### src/rtl/idlr_pkg.sv
package idlr_pkg;

   typedef enum logic [1:0] {
      M_BOOT = 2'd0,
      M_SREQ = 2'd1,
      M_HOLD = 2'd2,
      M_NORM = 2'd3
   } idlr_mode_e;

   // tenths of a microsecond to clock cycles, rounded up
   function automatic int unsigned tenths_to_cyc(input int unsigned cyc_per_us,
                                                 input int unsigned tenths);
      return (cyc_per_us * tenths + 9) / 10;
   endfunction

   function automatic int unsigned max2(input int unsigned a, input int unsigned b);
      return (a > b) ? a : b;
   endfunction

endpackage

### src/rtl/idlr_seq.sv
module idlr_seq
   import idlr_pkg::*;
#(
   parameter int unsigned BOOT_CYC = 17,
   parameter int unsigned TAIL_CYC = 52
) (
   input  logic       clk,
   input  logic       rst_n,
   input  logic       xfer_done,
   output idlr_mode_e mode_o
);
   localparam int unsigned CW = $clog2(max2(BOOT_CYC, TAIL_CYC) + 1);

   idlr_mode_e   mode_q;
   logic [CW-1:0] cnt_q;

   always_ff @(posedge clk or negedge rst_n) begin
      if (!rst_n) begin
         mode_q <= M_BOOT;
         cnt_q  <= '0;
      end else begin
         unique case (mode_q)
            M_BOOT: begin
               if (cnt_q == CW'(BOOT_CYC - 1)) begin
                  mode_q <= M_SREQ;
                  cnt_q  <= '0;
               end else begin
                  cnt_q <= cnt_q + 1'b1;
               end
            end
            M_SREQ: begin
               if (xfer_done) begin
                  mode_q <= M_HOLD;
                  cnt_q  <= '0;
               end
            end
            M_HOLD: begin
               if (cnt_q == CW'(TAIL_CYC - 1)) begin
                  mode_q <= M_NORM;
                  cnt_q  <= '0;
               end else begin
                  cnt_q <= cnt_q + 1'b1;
               end
            end
            default: begin
               mode_q <= M_NORM;
               cnt_q  <= '0;
            end
         endcase
      end
   end

   assign mode_o = mode_q;
endmodule

### src/rtl/idlr_lull.sv
module idlr_lull #(
   parameter int unsigned IDLE_CYC  = 2200,
   parameter int unsigned EARLY_CYC = 1912
) (
   input  logic                         clk,
   input  logic                         rst_n,
   input  logic                         enable,
   input  logic                         bus_active,
   output logic                         idle_o,
   output logic                         early_o,
   output logic [$clog2(IDLE_CYC+1)-1:0] pcnt_o
);
   localparam int unsigned PW = $clog2(IDLE_CYC + 1);

   logic [PW-1:0] pcnt_q;
   logic          prev_q;
   logic          rise;

   assign rise = bus_active & ~prev_q;

   always_ff @(posedge clk or negedge rst_n) begin
      if (!rst_n) begin
         pcnt_q <= '0;
         prev_q <= 1'b0;
      end else begin
         prev_q <= bus_active;
         if (!enable || bus_active) begin
            pcnt_q <= '0;
         end else if (pcnt_q != PW'(IDLE_CYC)) begin
            pcnt_q <= pcnt_q + 1'b1;
         end
      end
   end

   assign idle_o  = enable && (pcnt_q == PW'(IDLE_CYC));
   assign early_o = enable && rise &&
                    (pcnt_q >= PW'(EARLY_CYC)) && (pcnt_q < PW'(IDLE_CYC));
   assign pcnt_o  = pcnt_q;
endmodule

### src/rtl/idlr_oneshot.sv
module idlr_oneshot #(
   parameter int unsigned LEN = 16
) (
   input  logic clk,
   input  logic rst_n,
   input  logic trig,
   output logic busy_o
);
   localparam int unsigned LW = $clog2(LEN + 1);

   logic [LW-1:0] cnt_q;

   always_ff @(posedge clk or negedge rst_n) begin
      if (!rst_n) begin
         cnt_q <= '0;
      end else if (trig) begin
         cnt_q <= LW'(LEN);
      end else if (cnt_q != '0) begin
         cnt_q <= cnt_q - 1'b1;
      end
   end

   assign busy_o = (cnt_q != '0);
endmodule

### src/rtl/bus_idle_sreq.sv
module bus_idle_sreq
   import idlr_pkg::*;
#(
   parameter int unsigned CYC_PER_US  = 50,
   parameter int unsigned BOOT_CYC    = 17,
   parameter int unsigned TAIL_FIXED  = 40,
   parameter int unsigned SYNC_STAGES = 0
) (
   input  logic clk,
   input  logic rst_n,
   input  logic bus_active,
   input  logic xfer_done,
   input  logic echo_err,
   input  logic next_req,
   output logic idle_n
);
   localparam int unsigned IDLE_CYC  = tenths_to_cyc(CYC_PER_US, 2750);
   localparam int unsigned EARLY_CYC = tenths_to_cyc(CYC_PER_US, 2390);
   localparam int unsigned LO_CYC    = tenths_to_cyc(CYC_PER_US, 10);
   localparam int unsigned HI_CYC    = tenths_to_cyc(CYC_PER_US, 20);
   localparam int unsigned TAIL_CYC  = TAIL_FIXED + tenths_to_cyc(CYC_PER_US, 15);
   localparam int unsigned PW        = $clog2(IDLE_CYC + 1);

   if (CYC_PER_US < 1) begin : g_bad_rate
      $error("CYC_PER_US must be at least 1");
   end
   if (BOOT_CYC < 1) begin : g_bad_boot
      $error("BOOT_CYC must be at least 1");
   end
   if (EARLY_CYC >= IDLE_CYC) begin : g_bad_window
      $error("early window must open before the idle threshold");
   end

   logic bus_s;
   if (SYNC_STAGES == 0) begin : g_nosync
      assign bus_s = bus_active;
   end else begin : g_sync
      logic [SYNC_STAGES-1:0] sync_q;
      always_ff @(posedge clk or negedge rst_n) begin
         if (!rst_n) sync_q <= '0;
         else        sync_q <= {sync_q[SYNC_STAGES-2:0], bus_active};
      end
      assign bus_s = sync_q[SYNC_STAGES-1];
   end

   idlr_mode_e    mode;
   logic          norm;
   logic          lull_idle;
   logic          early;
   logic [PW-1:0] pcnt;
   logic          lo_busy;
   logic          hi_busy;
   logic          hi_trig;
   logic          flag_low;

   idlr_seq #(
      .BOOT_CYC (BOOT_CYC),
      .TAIL_CYC (TAIL_CYC)
   ) u_seq (
      .clk       (clk),
      .rst_n     (rst_n),
      .xfer_done (xfer_done),
      .mode_o    (mode)
   );

   assign norm = (mode == M_NORM);

   idlr_lull #(
      .IDLE_CYC  (IDLE_CYC),
      .EARLY_CYC (EARLY_CYC)
   ) u_lull (
      .clk        (clk),
      .rst_n      (rst_n),
      .enable     (norm),
      .bus_active (bus_s),
      .idle_o     (lull_idle),
      .early_o    (early),
      .pcnt_o     (pcnt)
   );

   idlr_oneshot #(.LEN(LO_CYC)) u_lo (
      .clk    (clk),
      .rst_n  (rst_n),
      .trig   (early),
      .busy_o (lo_busy)
   );

   assign hi_trig = (echo_err | next_req) & ~idle_n & (mode != M_BOOT);

   idlr_oneshot #(.LEN(HI_CYC)) u_hi (
      .clk    (clk),
      .rst_n  (rst_n),
      .trig   (hi_trig),
      .busy_o (hi_busy)
   );

   always_comb begin
      unique case (mode)
         M_BOOT:  flag_low = 1'b0;
         M_SREQ,
         M_HOLD:  flag_low = 1'b1;
         default: flag_low = lull_idle | lo_busy;
      endcase
   end

   assign idle_n = ~flag_low | hi_busy;
endmodule

### config.mk
export PLATFORM = sky130hd
export DESIGN_NAME = bus_idle_sreq
export DESIGN_NICKNAME = d
export VERILOG_FILES = /design/src/rtl/idlr_pkg.sv /design/src/rtl/idlr_seq.sv /design/src/rtl/idlr_lull.sv /design/src/rtl/idlr_oneshot.sv /design/src/rtl/bus_idle_sreq.sv
export SDC_FILE = /design/constraint.sdc
export NUM_CORES = 1
export LEC_CHECK = 0
export BUFFER_PORTS_ARGS = -buffer_cell sky130_fd_sc_hd__buf_2
export CAP_MARGIN = 25
export CORE_ASPECT_RATIO = 0.5
export CORE_MARGIN = 4
export CORE_UTILIZATION = 56
export DETAILED_ROUTE_END_ITERATION = 8
export PLACE_DENSITY_LB_ADDON = 0.1
export SYNTH_ARGS = -nofsm -noshare
export SYNTH_HDL_FRONTEND = slang
export SYNTH_HIERARCHICAL = 1
export SYNTH_SLANG_ARGS = --single-unit
### constraint.sdc
create_clock -name clk -period 3.1 [get_ports clk]
set_input_delay 0.31 -clock clk [delete_from_list [all_inputs] [get_ports clk]]
set_output_delay 0.31 -clock clk [all_outputs]
set_load 0.005 [all_outputs]
# After elaboration in Yosys (flattened, before gate mapping)
# Cells that the tools add are included.
[totals]
register_bits = 37
latch_bits = 0
ram_bits = 0
mem_bits_ro = 0
in_bits = 6
output_inout_bits = 1
mem_count = 0
[classes]
add_sub_neg = 4
mul = 0
n_div = 0
magnitude_cmp = 2
eq_ne = 10
n_shift = 0
n_mux = 15
bitwise_logic = 9
reduce_logical = 15
[op_table]
columns = ["cell", "count"]
rows = [
  ["7-bit 2-to-1 mux", 5],
  ["14-bit 2-to-1 mux", 2],
  ["7-bit case mux with 3 select lines", 1],
  ["14-bit by 1-bit adder with 14-bit output (second input constant)", 1],
  ["14-bit equality test (second input constant)", 1],
  ["14-bit greater-or-equal comparator (second input constant)", 1],
  ["14-bit less-than comparator (second input constant)", 1],
  ["14-bit != test (second input constant)", 1],
  ["6-bit 2-to-1 mux", 2],
  ["2-bit nonzero test", 4],
  ["7-bit by 1-bit adder with 7-bit output (second input constant)", 1],
  ["7-bit by 5-bit equality test with 1-bit output (second input constant)", 1],
  ["7-bit equality test (second input constant)", 1],
  ["7-bit nonzero test", 1],
  ["7-bit by 1-bit subtractor with 7-bit output (second input constant)", 1],
  ["2-bit 2-to-1 mux", 3],
  ["2-bit case mux with 3 select lines", 1],
  ["6-bit nonzero test", 1],
  ["6-bit by 1-bit subtractor with 6-bit output (second input constant)", 1],
  ["2-bit equality test (second input constant)", 2],
  ["1-bit logical AND", 4],
  ["2-bit by 1-bit != test with 1-bit output (second input constant)", 2],
  ["1-bit bitwise AND", 3],
  ["1-bit NOT", 3],
  ["other kinds (9)", 11],
]

# Depth between registers and ports, before layout
[logic_depth]
depth_word = 10
ltp_mapped = 10

# By module
# The synthesis kept the hierarchy.
[modules_own_cells]
columns = ["module", "instances", "cells_per_inst", "area_per_inst_um2", "seq_area_each_um2"]
rows = [
  ["idlr_lull", 1, 94, 870.8, 375.4],
  ["idlr_seq", 1, 49, 506.7, 225.2],
  ["idlr_oneshot (u_hi)", 1, 39, 381.6, 175.2],
  ["idlr_oneshot (u_lo)", 1, 35, 352.8, 150.1],
  ["bus_idle_sreq", 1, 9, 63.8, 0.0],
]

# Worst setup path after synthesis
# No wires, ideal clock.
[synth_path]
path_kind = "reg2reg"
startpoint = "register u_lull.pcnt_q[3] (netlist: u_lull/pcnt_o[3])"
endpoint = "register u_hi.cnt_q[0]"
setup_time_ps = 125
arrival_ps = 2268
setup_slack_ps = 707
path_stages_with_launch = 10
period_less_slack_ps = 2393
path_cell_list = "dfrtp_1 -> buf_6 -> or4_4 -> nor4_1 -> and2_1 -> nor3b_1 -> nor4_1 -> buf_1 -> nor2_1 -> mux2_2"
[synth_via]
elab_chain_cells = 10
word_cells_on_any_way = 11
[synth_lines]
columns = ["item", "line", "text"]
rows = [
  ["from (decl)", "idlr_lull.sv:15", "logic [PW-1:0] pcnt_q;"],
  ["from (signal assigned)", "idlr_lull.sv:30", "pcnt_q <= pcnt_q + 1'b1;"],
  ["14-bit equality test (*)", "idlr_lull.sv:35", "assign idle_o = enable && (pcnt_q == PW'(IDLE_CYC));"],
  ["1-bit logical AND (*)", "idlr_lull.sv:35", ""],
  ["via lull_idle", "bus_idle_sreq.sv:48", "logic lull_idle;"],
  ["1-bit OR (*)", "bus_idle_sreq.sv:102", "default: flag_low = lull_idle | lo_busy;"],
  ["1-bit case mux with 2 select lines (*)", "bus_idle_sreq.sv:98", "unique case (mode)"],
  ["1-bit NOT (*)", "bus_idle_sreq.sv:106", "assign idle_n = ~flag_low | hi_busy;"],
  ["1-bit OR (*)", "bus_idle_sreq.sv:106", ""],
  ["1-bit NOT (*)", "bus_idle_sreq.sv:88", "assign hi_trig = (echo_err | next_req) & ~idle_n & (mode != M_BOOT);"],
  ["1-bit bitwise AND (*) (2 in a row)", "bus_idle_sreq.sv:88", ""],
  ["via hi_trig", "bus_idle_sreq.sv:53", "logic hi_trig;"],
  ["7-bit 2-to-1 mux / 2-bit nonzero test (equally long branches)", "n/a", ""],
  ["to (signal assigned)", "idlr_oneshot.sv:17", "cnt_q <= LW'(LEN);"],
  ["to (signal assigned)", "idlr_oneshot.sv:19", "cnt_q <= cnt_q - 1'b1;"],
  ["to (decl)", "idlr_oneshot.sv:11", "logic [LW-1:0] cnt_q;"],
]
# Mark *: on every way through the listed nets, which the timed path passes. The rest lies on a longest branch.
# A chain may end at the register's enable or synchronous reset.

# Worst setup path in the final report
[layout_path]
startpoint = "register u_lull.pcnt_q[6] (netlist: u_lull/pcnt_o[6])"
endpoint = "output idle_n"
[layout_via]
elab_chain_cells = 6
[layout_lines]
columns = ["item", "line", "text"]
rows = [
  ["14-bit equality test", "idlr_lull.sv:35", ""],
  ["1-bit logical AND", "idlr_lull.sv:35", ""],
  ["via lull_idle", "bus_idle_sreq.sv:48", ""],
  ["1-bit OR", "bus_idle_sreq.sv:102", ""],
  ["1-bit case mux with 2 select lines", "bus_idle_sreq.sv:98", ""],
  ["1-bit NOT", "bus_idle_sreq.sv:106", ""],
  ["1-bit OR", "bus_idle_sreq.sv:106", ""],
  ["to (decl)", "bus_idle_sreq.sv:15", "output logic idle_n"],
]
# The timed path passes the listed nets, and every way through them passes these cells.

==> results.py <==
metrics = {
    "run_status": {
        "status": "completed",
    },
    "place": {
        "dp_cells": 276,
        "port_buffers": 6,
        "dp_hpwl_um": 2920,
        "gp_congestion": 0.856,
    },
    "floorplan": {
        "rows": 15,
        "chipHeight_um": 52.1,
        "design.core.area_um2": 3580,
        "die_area_um2": 5010,
        "die_x_um": 96.2,
        "start_util_pct": 60.7,
        "ios": 7,
    },
    "route": {
        "antenna_left": 0,
        "drt_iter0_drc": 86,
        "first_pass_iters": 4,
        "wirelength_um": 4100,
        "vias_per_cell": 5.88,
        "route.detailed.drc": 0,
        "via_count": 1670,
        "wl_per_cell_um": 14.4,
    },
    "logic_synthesis": {
        "async_reset_ff_share_pct": 100,
        "yosysWarningCount": 6,
        "syn_nets": 242,
        "synth-seq-cells": 37,
        "synth_area_um2": 2180,
        "synth-seq-area-share_pct": 42.6,
        "syn_inst": 226,
        "avgSynthCellArea_um2": 9.63,
        "yosysUniqueCellTypes": 53,
        "ys.flop_type": "dfrtp_1",
        "synth_edf_count": 0,
    },
    "critical_path": {
        "timing_worst_setup_path_type": "reg2out",
        "max_stage_delay_ns": 0.56,
        "critPathLaunchType": "flop",
        "crit_required_ns": 2.79,
        "crit_slowest_cell": "or4_4",
        "critPathArrivalTime_ns": 2.40,
        "crit_fanout": 8,
        "endpoint_kind": "output port",
        "crit_chain": "or4_4 -> nor4_1 -> and2_1 -> nor3b_1 -> or3_1 -> buf_2",
    },
    "timing": {
        "fin_crit_sh_pct": 87.3,
        "finalHoldViolCount": 0,
        "relSlewSlack_pct": 45.6,
        "slew_viol_final": 0,
        "min_period_ns": 2.71,
        "tns_ns": 0,
        "rsz0062_at_grt": "no",
        "setup_viol": 0,
        "worstMarginPinSlew_ns": 0.816,
        "skew_ns": 0.00602,
        "fmax_mhz": 369,
    },
    "global_routing": {
        "grt_overflow": 0,
        "grt_max_degree": 38,
        "antenna_found_initial": 0,
        "first_global_vias": 1560,
        "grt_pass1_wl_um": 7210,
        "grt_use_total_pct": 19.0,
    },
    "finish": {
        "mostFrequentLayoutCell": "dfrtp_1",
        "synthToLayoutAreaGrowth_pct": 9.09,
        "nets": 248,
        "antenna_cells": 0,
        "finalNonFillerCells": 284,
        "final_cell_mix": "37 x dfrtp_1, 19 x inv_1, 15 x nand2_1",
        "drive_gt1_share_pct": 13.3,
    },
    "clock_tree": {
        "htree_levels": 2,
        "root_buffer": "clkbuf_8",
        "clock_sinks": 37,
        "clk_pin_slew_worst_paths_ns": 0.08,
        "post_cts_resized": 0,
        "cts_tree": "yes",
        "cts_buffers": 5,
        "cts_hold_buf": 0,
        "clk_path_buf_depth": 2,
        "postCtsSetupBuffers": 0,
        "clkLatencyLatePin_ns": 0.29,
    },
    "hold_path": {
        "hp-class": "in2async",
    },
    "power_and_ir_drop": {
        "irDropWorstVdd_mv": 0.251,
        "powerDensity_nw_per_um2": 549,
        "power.leakage_nw": 0.965,
    },
    "flow_run": {
        "maxCapViolCount": 0,
    },
}
[worst max-delay path, delay by kind of cell, from the launching register on]
| kind | cells | cell delay [ns] |
|---|---|---|
| buffers and inverters | 1 | 0.13 |
| DFF | 1 | 0.46 |
| and+or+nand+nor | 5 | 1.50 |
[synthesized netlist by cell type, drive strengths merged, types with 2 or more instances]
master / instances / area (um2)
a21o: 2 / 16.3
mux2: 2 / 22.5
nor3: 5 / 47.5
nor2: 14 / 55.1
clkbuf: 6 / 22.5
xnor2: 2 / 17.5
nor4: 10 / 62.6
a31oi: 2 / 12.5
a21oi: 11 / 55.1
nor2b: 2 / 12.5
and2: 2 / 13.8
o31ai: 6 / 45.0
or4b: 2 / 27.5
xor2: 3 / 26.3
or3: 3 / 18.8
o21ai: 10 / 50.1
o21bai: 2 / 15.0
or2b: 2 / 15.0
or4: 8 / 67.6
nand3: 10 / 50.1
a22o: 2 / 17.5
buf: 2 / 15.0
inv: 20 / 75.1
dfrtp: 37 / 926
nand4b: 2 / 17.5
ha: 10 / 125
nand2b: 6 / 37.5
or3b: 2 / 17.5
nand4: 4 / 25.0
nand2: 15 / 56.3
nor3b: 3 / 22.5
mux2i: 5 / 50.1
[state kept, by name (all words and copies together) (netlist names)]
name           count
u_lull/pcnt_o     14
u_seq/mode_o       2
u_lo/cnt_q         6
u_lull/prev_q      1
u_hi/cnt_q         7
u_seq/cnt_q        7
[where the power goes]
part           switching [mW]  internal [mW]  total, mW
clock network           0.182          0.320      0.501
logic                   0.107         0.0910      0.198
registers              0.0696          0.534      0.603
total                   0.358          0.945       1.30
[layer usage]
metal / routed length (um) / part of all wire, % / up-vias / track usage (%)
met4: 26 / 0.63 / 0 / 4.95
met1: 2060 / 50 / 813 / 25.1
met3: 116 / 2.8 / 4 / 5.35
li1: - / - / 833 / -
met2: 1890 / 46 / 20 / 30.7
met5: 0 / 0 / - / 0
[through the flow]
stage	cell area [um2]	total power, mW	util, %	worst slack, ns	hold WS [ns]
2_1_floorplan	2180	0.750	-	0.707	0.0144
3_3_place_gp	2240	0.797	62.5	0.733	0.450
3_5_place_dp	2240	0.811	62.5	0.626	0.461
4_1_cts	2370	1.31	66.2	0.436	0.141
5_1_grt	2370	1.38	66.2	0.285	0.166
6_report	2370	1.30	66.2	0.393	0.108
[cell families (layout without fill, tap and decap cells)]
family          after synthesis  after routing  synth area share, %
simple gates                 92             92                 25.8
compound gates               47             47                 15.4
flops                        37             37                 42.6
buf+inv                      28             35                 5.18
fa+ha+maj                    10             10                 5.75
mux                           7              7                 3.34
xor+xnor                      5              5                 2.01
[final timing paths]
kind                                         startpoint  slack [ns]                         end  cells past startpoint
max                        u_lull/pcnt_o[6]$_DFFE_PN0P_        0.39                      idle_n                      6
max reg2reg                u_lull/pcnt_o[6]$_DFFE_PN0P_        0.59   u_hi/cnt_q[0]$_DFFE_PN0P_                      8
min                                               rst_n        0.11   u_lo/cnt_q[3]$_DFFE_PN0P_                      1
min reg2reg                   u_hi/cnt_q[6]$_DFFE_PN0P_        0.54   u_hi/cnt_q[6]$_DFFE_PN0P_                      1
max in group asynchronous                         rst_n        2.47  u_seq/cnt_q[1]$_DFFE_PN0P_                      1
min in group clk                             bus_active        0.17     u_lull/prev_q$_DFF_PN0_                      1
[area by class of cell]
cell class / count / area, um2
clock buffer: 5 / 68.8
clock inverter: 3 / 65.1
fill: 290 / 1210
inverter: 20 / 75.1
multi-input combinational: 161 / 1140
sequential: 37 / 926
tap: 51 / 63.8
timing repair buffer: 7 / 37.5
(Power assumes the default switching activity.)
